==> config.mk <==
export PLATFORM = sky130hd
export DESIGN_NAME = prio_nest_resolver
export DESIGN_NICKNAME = d
export VERILOG_FILES = /design/src/rtl/prio_nest_pkg.sv /design/src/rtl/prio_rank_scan.sv /design/src/rtl/prio_cmd_decode.sv /design/src/rtl/prio_nest_resolver.sv
export SDC_FILE = /design/constraint.sdc
export NUM_CORES = 1
export LEC_CHECK = 0
export ABC_AREA = 1
export ABC_CLOCK_PERIOD_IN_PS = 6300
export BUFFER_PORTS_ARGS = -buffer_cell sky130_fd_sc_hd__buf_2
export CORE_MARGIN = 5
export CORE_UTILIZATION = 35
export DETAILED_ROUTE_END_ITERATION = 7
export PLACE_DENSITY = 0.52
export SYNTH_ARGS = -nofsm -noshare
export SYNTH_HDL_FRONTEND = slang
export SYNTH_SLANG_ARGS = --single-unit
==> constraint.sdc <==
create_clock -name clk -period 6.3 [get_ports clk]
set_input_delay 0.945 -clock clk [delete_from_list [all_inputs] [get_ports clk]]
set_output_delay 0.945 -clock clk [all_outputs]
set_load 0.01 [all_outputs]
==> src/rtl/prio_nest_pkg.sv <==
package prio_nest_pkg;

    typedef enum logic [2:0] {
        CMD_ROT_OFF    = 3'd0,
        CMD_EOI_NS     = 3'd1,
        CMD_NOP        = 3'd2,
        CMD_EOI_SP     = 3'd3,
        CMD_ROT_ON     = 3'd4,
        CMD_EOI_NS_ROT = 3'd5,
        CMD_SET_BASE   = 3'd6,
        CMD_EOI_SP_ROT = 3'd7
    } prio_cmd_e;

endpackage

==> src/rtl/prio_rank_scan.sv <==
module prio_rank_scan #(
    parameter int N  = 8,
    parameter int IW = $clog2(N),
    parameter int RW = $clog2(N + 1)
) (
    input  logic [N-1:0]  vec_i,
    input  logic [IW-1:0] base_i,
    output logic [RW-1:0] rank_o,
    output logic [IW-1:0] line_o
);

    // Downward loop so the lowest rank found is the one kept.
    always_comb begin
        rank_o = RW'(N);
        line_o = '0;
        for (int i = N - 1; i >= 0; i--) begin
            if (vec_i[base_i + IW'(i)]) begin
                rank_o = RW'(i);
                line_o = base_i + IW'(i);
            end
        end
    end

endmodule

==> src/rtl/prio_cmd_decode.sv <==
module prio_cmd_decode
    import prio_nest_pkg::*;
#(
    parameter int IW = 3
) (
    input  logic          valid_i,
    input  logic [2:0]    code_i,
    input  logic [IW-1:0] level_i,
    input  logic          top_found_i,
    input  logic [IW-1:0] top_line_i,
    output logic          clr_vld_o,
    output logic [IW-1:0] clr_line_o,
    output logic          base_wr_o,
    output logic [IW-1:0] base_val_o,
    output logic          rot_wr_o,
    output logic          rot_val_o
);

    prio_cmd_e code_c;
    assign code_c = prio_cmd_e'(code_i);

    always_comb begin
        clr_vld_o  = 1'b0;
        clr_line_o = '0;
        base_wr_o  = 1'b0;
        base_val_o = '0;
        rot_wr_o   = 1'b0;
        rot_val_o  = 1'b0;
        if (valid_i) begin
            unique case (code_c)
                CMD_ROT_OFF: begin
                    rot_wr_o  = 1'b1;
                    rot_val_o = 1'b0;
                end
                CMD_ROT_ON: begin
                    rot_wr_o  = 1'b1;
                    rot_val_o = 1'b1;
                end
                CMD_EOI_NS, CMD_EOI_NS_ROT: begin
                    if (top_found_i) begin
                        clr_vld_o  = 1'b1;
                        clr_line_o = top_line_i;
                        if (code_c == CMD_EOI_NS_ROT) begin
                            base_wr_o  = 1'b1;
                            base_val_o = top_line_i + IW'(1);
                        end
                    end
                end
                CMD_EOI_SP: begin
                    clr_vld_o  = 1'b1;
                    clr_line_o = level_i;
                end
                CMD_EOI_SP_ROT: begin
                    clr_vld_o  = 1'b1;
                    clr_line_o = level_i;
                    base_wr_o  = 1'b1;
                    base_val_o = level_i + IW'(1);
                end
                CMD_SET_BASE: begin
                    base_wr_o  = 1'b1;
                    base_val_o = level_i + IW'(1);
                end
                default: ;
            endcase
        end
    end

endmodule

==> src/rtl/prio_nest_resolver.sv <==
module prio_nest_resolver #(
    parameter int N            = 8,
    parameter int CASCADE_LINE = 2,
    parameter bit IS_PRIMARY   = 1'b1,
    localparam int IW          = $clog2(N),
    localparam int RW          = $clog2(N + 1)
) (
    input  logic          clk,
    input  logic          rst_n,
    input  logic [N-1:0]  req_i,
    input  logic [N-1:0]  mask_i,
    input  logic          ack_i,
    input  logic          cmd_valid_i,
    input  logic [2:0]    cmd_code_i,
    input  logic [IW-1:0] cmd_level_i,
    input  logic          auto_eoi_i,
    input  logic          nested_mode_i,
    output logic          irq_o,
    output logic [IW-1:0] win_line_o,
    output logic [N-1:0]  isr_o
);

    typedef struct packed {
        logic [IW-1:0] base;
        logic [N-1:0]  isr;
        logic          rot;
    } nest_state_t;

    localparam logic [N-1:0] CASC_BIT = N'(1) << CASCADE_LINE;

    nest_state_t   cur_q, nxt_d;
    logic          irq_q, irq_d;
    logic [IW-1:0] base_q;

    logic [N-1:0]  elig_c;
    logic          exempt_c;
    logic [N-1:0]  svc_vec_c, svc_vec_n;
    logic [RW-1:0] req_rank_c, svc_rank_c, top_rank_c;
    logic [RW-1:0] req_rank_n, svc_rank_n;
    logic [IW-1:0] win_c, top_line_c, unused_line_a, unused_line_b, unused_line_c;
    logic          hit_c;

    logic          clr_vld, base_wr, rot_wr, rot_val;
    logic [IW-1:0] clr_line, base_val;

    assign elig_c    = req_i & ~mask_i;
    assign exempt_c  = nested_mode_i && IS_PRIMARY;
    assign svc_vec_c = exempt_c ? (cur_q.isr & ~CASC_BIT) : cur_q.isr;
    assign svc_vec_n = exempt_c ? (nxt_d.isr & ~CASC_BIT) : nxt_d.isr;
    assign base_q    = cur_q.base;

    // Present-state rankings
    prio_rank_scan #(.N(N)) u_req (
        .vec_i(elig_c), .base_i(cur_q.base), .rank_o(req_rank_c), .line_o(win_c));
    prio_rank_scan #(.N(N)) u_svc (
        .vec_i(svc_vec_c), .base_i(cur_q.base), .rank_o(svc_rank_c), .line_o(unused_line_a));
    prio_rank_scan #(.N(N)) u_top (
        .vec_i(cur_q.isr), .base_i(cur_q.base), .rank_o(top_rank_c), .line_o(top_line_c));

    assign hit_c = req_rank_c < svc_rank_c;

    prio_cmd_decode #(.IW(IW)) u_cmd (
        .valid_i     (cmd_valid_i),
        .code_i      (cmd_code_i),
        .level_i     (cmd_level_i),
        .top_found_i (top_rank_c != RW'(N)),
        .top_line_i  (top_line_c),
        .clr_vld_o   (clr_vld),
        .clr_line_o  (clr_line),
        .base_wr_o   (base_wr),
        .base_val_o  (base_val),
        .rot_wr_o    (rot_wr),
        .rot_val_o   (rot_val)
    );

    always_comb begin
        logic [N-1:0] clr_m;
        logic [N-1:0] set_m;
        logic         take;
        nxt_d = cur_q;
        take  = ack_i && hit_c;
        clr_m = clr_vld ? (N'(1) << clr_line) : '0;
        set_m = (take && !auto_eoi_i) ? (N'(1) << win_c) : '0;
        nxt_d.isr = (cur_q.isr & ~clr_m) | set_m;
        if (take && auto_eoi_i && cur_q.rot)
            nxt_d.base = win_c + IW'(1);
        if (base_wr)
            nxt_d.base = base_val;
        if (rot_wr)
            nxt_d.rot = rot_val;
    end

    // Next-state rankings feed the registered request output
    prio_rank_scan #(.N(N)) u_req_n (
        .vec_i(elig_c), .base_i(nxt_d.base), .rank_o(req_rank_n), .line_o(unused_line_b));
    prio_rank_scan #(.N(N)) u_svc_n (
        .vec_i(svc_vec_n), .base_i(nxt_d.base), .rank_o(svc_rank_n), .line_o(unused_line_c));

    assign irq_d = req_rank_n < svc_rank_n;

    always_ff @(posedge clk) begin
        if (!rst_n) begin
            cur_q <= '0;
            irq_q <= 1'b0;
        end else begin
            cur_q <= nxt_d;
            irq_q <= irq_d;
        end
    end

    assign irq_o      = irq_q;
    assign win_line_o = win_c;
    assign isr_o      = cur_q.isr;

endmodule

==> reports/qor.txt, run 1 <==
Worst EP arrival: 5.94 ns
H-tree levels: 1
Max Slew Vio Count: 0
DR WL/cell: 13.81 um
DRT Wirelength: 11,770 um
Finished Core Util: 38.07%
Num CTS Buffers: 3
Number of distinct library cells after synthesis: 46
First-pass GRT wire length: 19,130 um
Antenna violations before repair: 0
Post-synthesis sequential area ratio: 7.070%
Delay-heaviest family, CP: simple AND/OR/NAND/NOR gates
Initial DRT Pass Iterations: 5
Clock Latency Late Sink: 0.25 ns
HPWL Detailed: 9837 um
Largest cells by area after synthesis: nand2_1, nand3_1, inv_1
Total core area: 0.01028 mm^2
Die ar.: 0.01267 mm^2
Fin nets: 763
Largest net degree at the start of global routing: 21
Placed cell count: 848
Buf/Inv on CP: 6
Worst Path Required: 6.49 ns
Setup TNS: 0 ns
Setup violations, final: 0
Post-synth top area share: 27.43%
Fmax: 174.0 MHz
DRC: 0
Vias in the first global route: 3,979
Antenna cells: 0
Port Buffer Count: 39
Clock-pin slew on the worst setup and hold paths: 0.06 ns
Die Wd: 112.6 um
Critical path startpoint category: register
Synth Register Bits: 13
Routed Antenna Nets: 0
Avg Cell Area, Syn: 5.296 um^2
Via-per-instance ratio: 5.130
Gr ovfl total: 0
Share of post-route cells with drive strength above 1: 13.97%
Site Rows: 37
Slew of the pin with the lowest slew margin: 0.6464 ns
Syn Inst Count: 695
Critical path class: reg -> reg
IR Drop Worst-Case VDD: 0.0002666 V
HP Class: reg -> reg
Pwr/cell area: 413.9 mW/mm^2
MaxCap Viol Count: 0
Clock Root Buffer: clkbuf_8
Crit-path max cell delay: 0.42 ns
Period utilization: 91.25%
DRT iter0 DRCs: 294
Clk_skew: 0.003420 ns
Non-Filler Instances: 852
CP Capture Type: register
EDFF count, synth: 0
GRT Util Overall: 18.00%
Max_slew headroom: 56.85%
Final Hold Viols: 0
Synth cell count leaders: nand2_1, nand3_1, inv_1
Final Critical Period: 5.748 ns
Syn Nets: 741
Synth area leader: nand2_1
Max Fanout on Critical Path: 18
DP Worst Slack: 0.4229 ns
Prevailing post-synth register cell: dfxtp_1
CTS Hold Bufs: 0
Status: completed
CTS tree: yes
Cell with the most instances after synthesis: nand2_1
Area Overhead vs Synth: 6.288%
Slowest cell on the critical path: ha_2
# clock sinks: 13
CTS max path bufs: 2
Final worst slack: 0.5515 ns
Placer Congestion: 0.9886
Static Leak: 2.266 nW
Starting Density: 35.82%
Io pins: 40
Async S/R FF share, synth: 0%
Yosys Warn Count: 0
RSZ-0062 raised after global routing: false
Chip height: 112.6 um
Total number of vias: 4,371
Synthesized area: 0.003681 mm^2
## state kept, by name (all words and copies together) (netlist names)
register	flops
isr_o	8
base_q	3
cur_q	1
irq_o	1
## per-stage QoR
stage | hold slack, ns | cell area [um^2] | total power (W)
6_report | 0.5446 | 3913 | 0.001620
2_1_floorplan | 0.4875 | 3681 | 0.001270
4_1_cts | 0.5380 | 3908 | 0.001612
5_1_grt | 0.5802 | 3913 | 0.001846
3_5_place_dp | 0.5293 | 3861 | 0.001528
3_3_place_gp | 0.5205 | 3861 | 0.001525
## logic make-up (layout without fill, tap and decap cells)
logic type | count (synthesis) | in the layout | synth area share, %
adders and majority gates | 18 | 18 | 6.118
AOI/OAI and AO/OA | 61 | 61 | 10.30
and+or+nand+nor | 483 | 483 | 58.60
buffers and inverters | 116 | 137 | 15.23
xor gates and xnor gates | 4 | 4 | 2.685
DFF | 13 | 13 | 7.070
## routing by layer
layer  track usage [%]  wire length [um]
met1             24.77              5402
met2             30.13              5461
met3             1.995               697
met4             4.006               204
met5                 0                 0
## power breakdown
| group | internal (W) | switching (W) |
|---|---|---|
| Sequential | 0.0000971 | 0.0000196 |
| Clock | 0.0000437 | 0.0000346 |
| Combinational | 0.000481 | 0.000943 |
## path summary, 6_finish.rpt
path / startpoint / endpoint / slack (ns) / depth (start not counted)
hold / removal: isr_o[2]$_SDFF_PN0_ / isr_o[2]$_SDFF_PN0_ / 0.54 / 2
setup reg to reg: base_q[1]$_SDFF_PN0_ / irq_o$_SDFF_PN0_ / 0.55 / 31
hold reg to reg: isr_o[2]$_SDFF_PN0_ / isr_o[2]$_SDFF_PN0_ / 0.54 / 2
setup / recovery: base_q[1]$_SDFF_PN0_ / irq_o$_SDFF_PN0_ / 0.55 / 31
## layout make-up
class                      instances  area [um^2]
clock buffer                       3        41.29
clock inverter                     1        5.005
fill                            1180         6365
inverter                          88        332.8
multi-input combinational        566         2863
sequential                        13        260.3
tap                              136        170.2
timing repair buffer              45        240.2
## cell usage in the layout, fill, tap and decap left out, types with 2 or more instances in the layout
cell and n:
nand2_1 269, nand3_1 113, inv_1 79, nor2_1 44
buf_2 39, a21oi_1 19, ha_1 17, nand2_2 14
dfxtp_1 13, o21ai_0 12, nand4_1 12, inv_2 8
nand3_2 6, nand3b_1 6, buf_4 6, a31oi_1 5
o21ai_1 4, nor3_1 4, o21ai_2 3, o21a_1 3
a21oi_2 3, o211ai_1 3, clkbuf_8 3, xnor2_4 2
a21boi_2 2, and2_1 2, and3_1 2, nor2_2 2
nand2_4 2, or2_2 2
## worst min-delay path, stage by stage (launching register included)
cell	delay, ns
dfxtp_1	0.34
nand2_1	0.10
a21oi_1	0.06
## what timing repair did
item / 4_1_cts / 5_1_grt
resized for setup: 0 / 3
setup endpoints to repair: 0 / 1
setup buffers: 0 / 0
Note: power is estimated with default switching activity, not from simulation.
==> inputs of run 2 (changes only) <==
Settings changed: ABC_AREA 1 to unset.
==> run 2 against run 1 <==
  * Register-to-register slack got worse by 0.50 ns
  * Clock power rose by 60%
  * Maximum frequency fell by 8.7%
  * First-iteration DRC count fell by 6.5%
  * Worst setup slack got worse by 0.55 ns
  * Combinational power rose by 83%
  * Sequential cell count did not move
  * Largest power group unchanged
  * Highest routed layer unchanged
==> reports/qor.txt, run 2 <==
Status: completed
Antenna violations before repair: 0
Critical path class: in -> reg
Hold slack: 0.5349 ns
Vias in the first global route: 5,053
Routed Antenna Nets: 0
Worst EP arrival: 6.46 ns
Starting Density: 35.39%
Die Wd: 125.0 um
Max Slew Vio Count: 0
Num CTS Buffers: 3
Clock Latency Late Sink: 0.25 ns
Cell with the most instances after synthesis: nand2_1
Slowest cell on the critical path: mux4_2
Post-synthesis sequential area ratio: 5.620%
Buf/Inv on CP: 5
Placer Congestion: 0.9422
DRT Wirelength: 16,060 um
Chip height: 125.0 um
HP Class: reg -> reg
DRC: 0
Syn Nets: 605
Max Fanout on Critical Path: 5
Avg Cell Area, Syn: 8.284 um^2
Max_slew headroom: 40.01%
Initial DRT Pass Iterations: 5
Prevailing post-synth register cell: dfxtp_1
Number of distinct library cells after synthesis: 81
Share of post-route cells with drive strength above 1: 40.00%
Non-Filler Instances: 856
DRT iter0 DRCs: 275
Port Buffer Count: 39
Final Hold Viols: 0
Worst Path Required: 6.46 ns
Io pins: 40
WHS Path Cells: 2
Critical path startpoint category: input pin
Fmax: 158.7 MHz
Final Critical Period: 6.299 ns
Layout Cell Area excl Fill: 0.006003 mm^2
Max reg flops: 8
Reg2reg end: irq_o$_SDFF_PN0_
Placed cell count: 850
Crit-path max cell delay: 0.55 ns
Most common cell after layout, fill and taps aside: buf_4
Clock-pin slew on the worst setup and hold paths: 0.05 ns
First-pass GRT wire length: 25,920 um
R2R Setup Slk: 0.05 ns
Period utilization: 99.99%
Antenna cells: 0
EDFF count, synth: 0
Synth area leader: mux4_2
Pwr Total: 0.002851 W
Fin nets: 727
Post-DP Area: 0.005819 mm^2
Endpoint, Worst Hold: cur_q[0]$_SDFFE_PN0P_
Via-per-instance ratio: 5.928
Area Overhead vs Synth: 29.64%
CTS tree: yes
CP Capture Type: register
Delay-heaviest family, CP: compound AO/OA/AOI/OAI gates
Slew of the pin with the lowest slew margin: 0.8873 ns
H-tree levels: 1
Syn Inst Count: 559
Largest net degree at the start of global routing: 33
IR Drop Worst-Case VDD: 0.0004610 V
MaxCap Viol Count: 0
Clock Root Buffer: clkbuf_16
Gr ovfl total: 0
CTS max path bufs: 2
Total number of vias: 5,074
Setup violations, final: 0
CTS Hold Bufs: 0
Finished Core Util: 45.88%
Site Rows: 42
Yosys Warn Count: 0
GRT Util Overall: 19.62%
DR WL/cell: 18.76 um
Synth cell count leaders: nand2_1, mux2i_1, mux4_2
R2R depth: 26
RSZ-0062 raised after global routing: true
Synthesized area: 0.004631 mm^2
Static Leak: 2.508 nW
Min-delay src: cur_q[0]$_SDFFE_PN0P_
Commonest non-fill, non-tap cells in the layout: buf_4, nand2_1, mux2i_1
Reg2Reg Launch Point: base_q[0]$_SDFF_PN0_
CP most frequent cell: buf_4
Largest cells by area after synthesis: mux4_2, mux2i_1, dfxtp_1
Pwr/cell area: 474.9 mW/mm^2
Die ar.: 0.01563 mm^2
# clock sinks: 13
Synth Register Bits: 13
Total core area: 0.01309 mm^2
Clk_skew: 0.004790 ns
Async S/R FF share, synth: 0%
Post-synth top area share: 17.02%
HPWL Detailed: 12,950 um
## run 2: stage by stage
step                      worst slack, ns  setup TNS (ns)
after floorplan                   0.01394               0
after global placement            -0.1750         -0.1750
after detailed placement          -0.2243         -0.2243
after CTS                         0.02313               0
after global routing              -0.2927         -0.2927
final                           0.0006462               0
## run 2: worst max path at each step
| stage | depth (start not counted) | to | start | slack [ns] |
|---|---|---|---|---|
| final | 27 | irq_o$_SDFF_PN0_ | mask_i[0] | 0.0006 |
| after global routing | 26 | irq_o$_SDFF_PN0_ | base_q[0]$_SDFF_PN0_ | -0.29 |
| after CTS | 25 | irq_o$_SDFF_PN0_ | req_i[3] | 0.02 |
| after global placement | 25 | irq_o$_SDFF_PN0_ | req_i[3] | -0.17 |
| after floorplan | 24 | irq_o$_SDFF_PN0_ | mask_i[0] | 0.01 |
| after detailed placement | 24 | irq_o$_SDFF_PN0_ | req_i[3] | -0.22 |
## run 2: final cells by class
cell class	count	area, um^2
Clock inverter	1	5.005
Multi-Input combinational cell	473	4160
Tap cell	176	220.2
Clock buffer	3	75.07
Timing Repair Buffer	169	1200
Fill cell	1293	7082
Inverter	21	81.33
Sequential cell	13	261.5
## run 2: routing by layer
layer  share of wire (%)  global-route usage, %  routed length, um  up-vias
li1                    -                      -                  -     2412
met1                  44                  26.02               7106     2485
met2                  49                  34.64               7897      154
met3                 5.3                  2.345                849       23
met4                 1.3                  3.699                208        0
met5                   0                      0                  0        -
## run 2: worst min-delay path: stages (launching register included)
cell and delay, ns:
dfxtp_1 0.35, nand2_1 0.07, a21boi_0 0.06
## run 2: kinds of logic (layout without fill, tap and decap cells)
kind of cell,Yosys count,after routing,synth area share (%)
xor gates and xnor gates,10,10,2.702
muxes,92,92,30.13
DFF,13,13,5.620
buffers and inverters,73,194,8.025
AOI/OAI and AO/OA,172,172,28.34
adders and majority gates,18,18,4.864
and+or+nand+nor,181,181,20.32
## run 2: timing repair
action,in CTS,in global routing
resized for setup,1,16
buffers inserted,2,0
pin swaps,2,4
setup endpoints to repair,1,1
## run 2: power by group
| group | internal (W) | switching [W] |
|---|---|---|
| sequential | 0.000104 | 0.0000234 |
| combinational | 0.00126 | 0.00134 |
| clock | 0.0000848 | 0.0000406 |
| total | 0.00145 | 0.00141 |
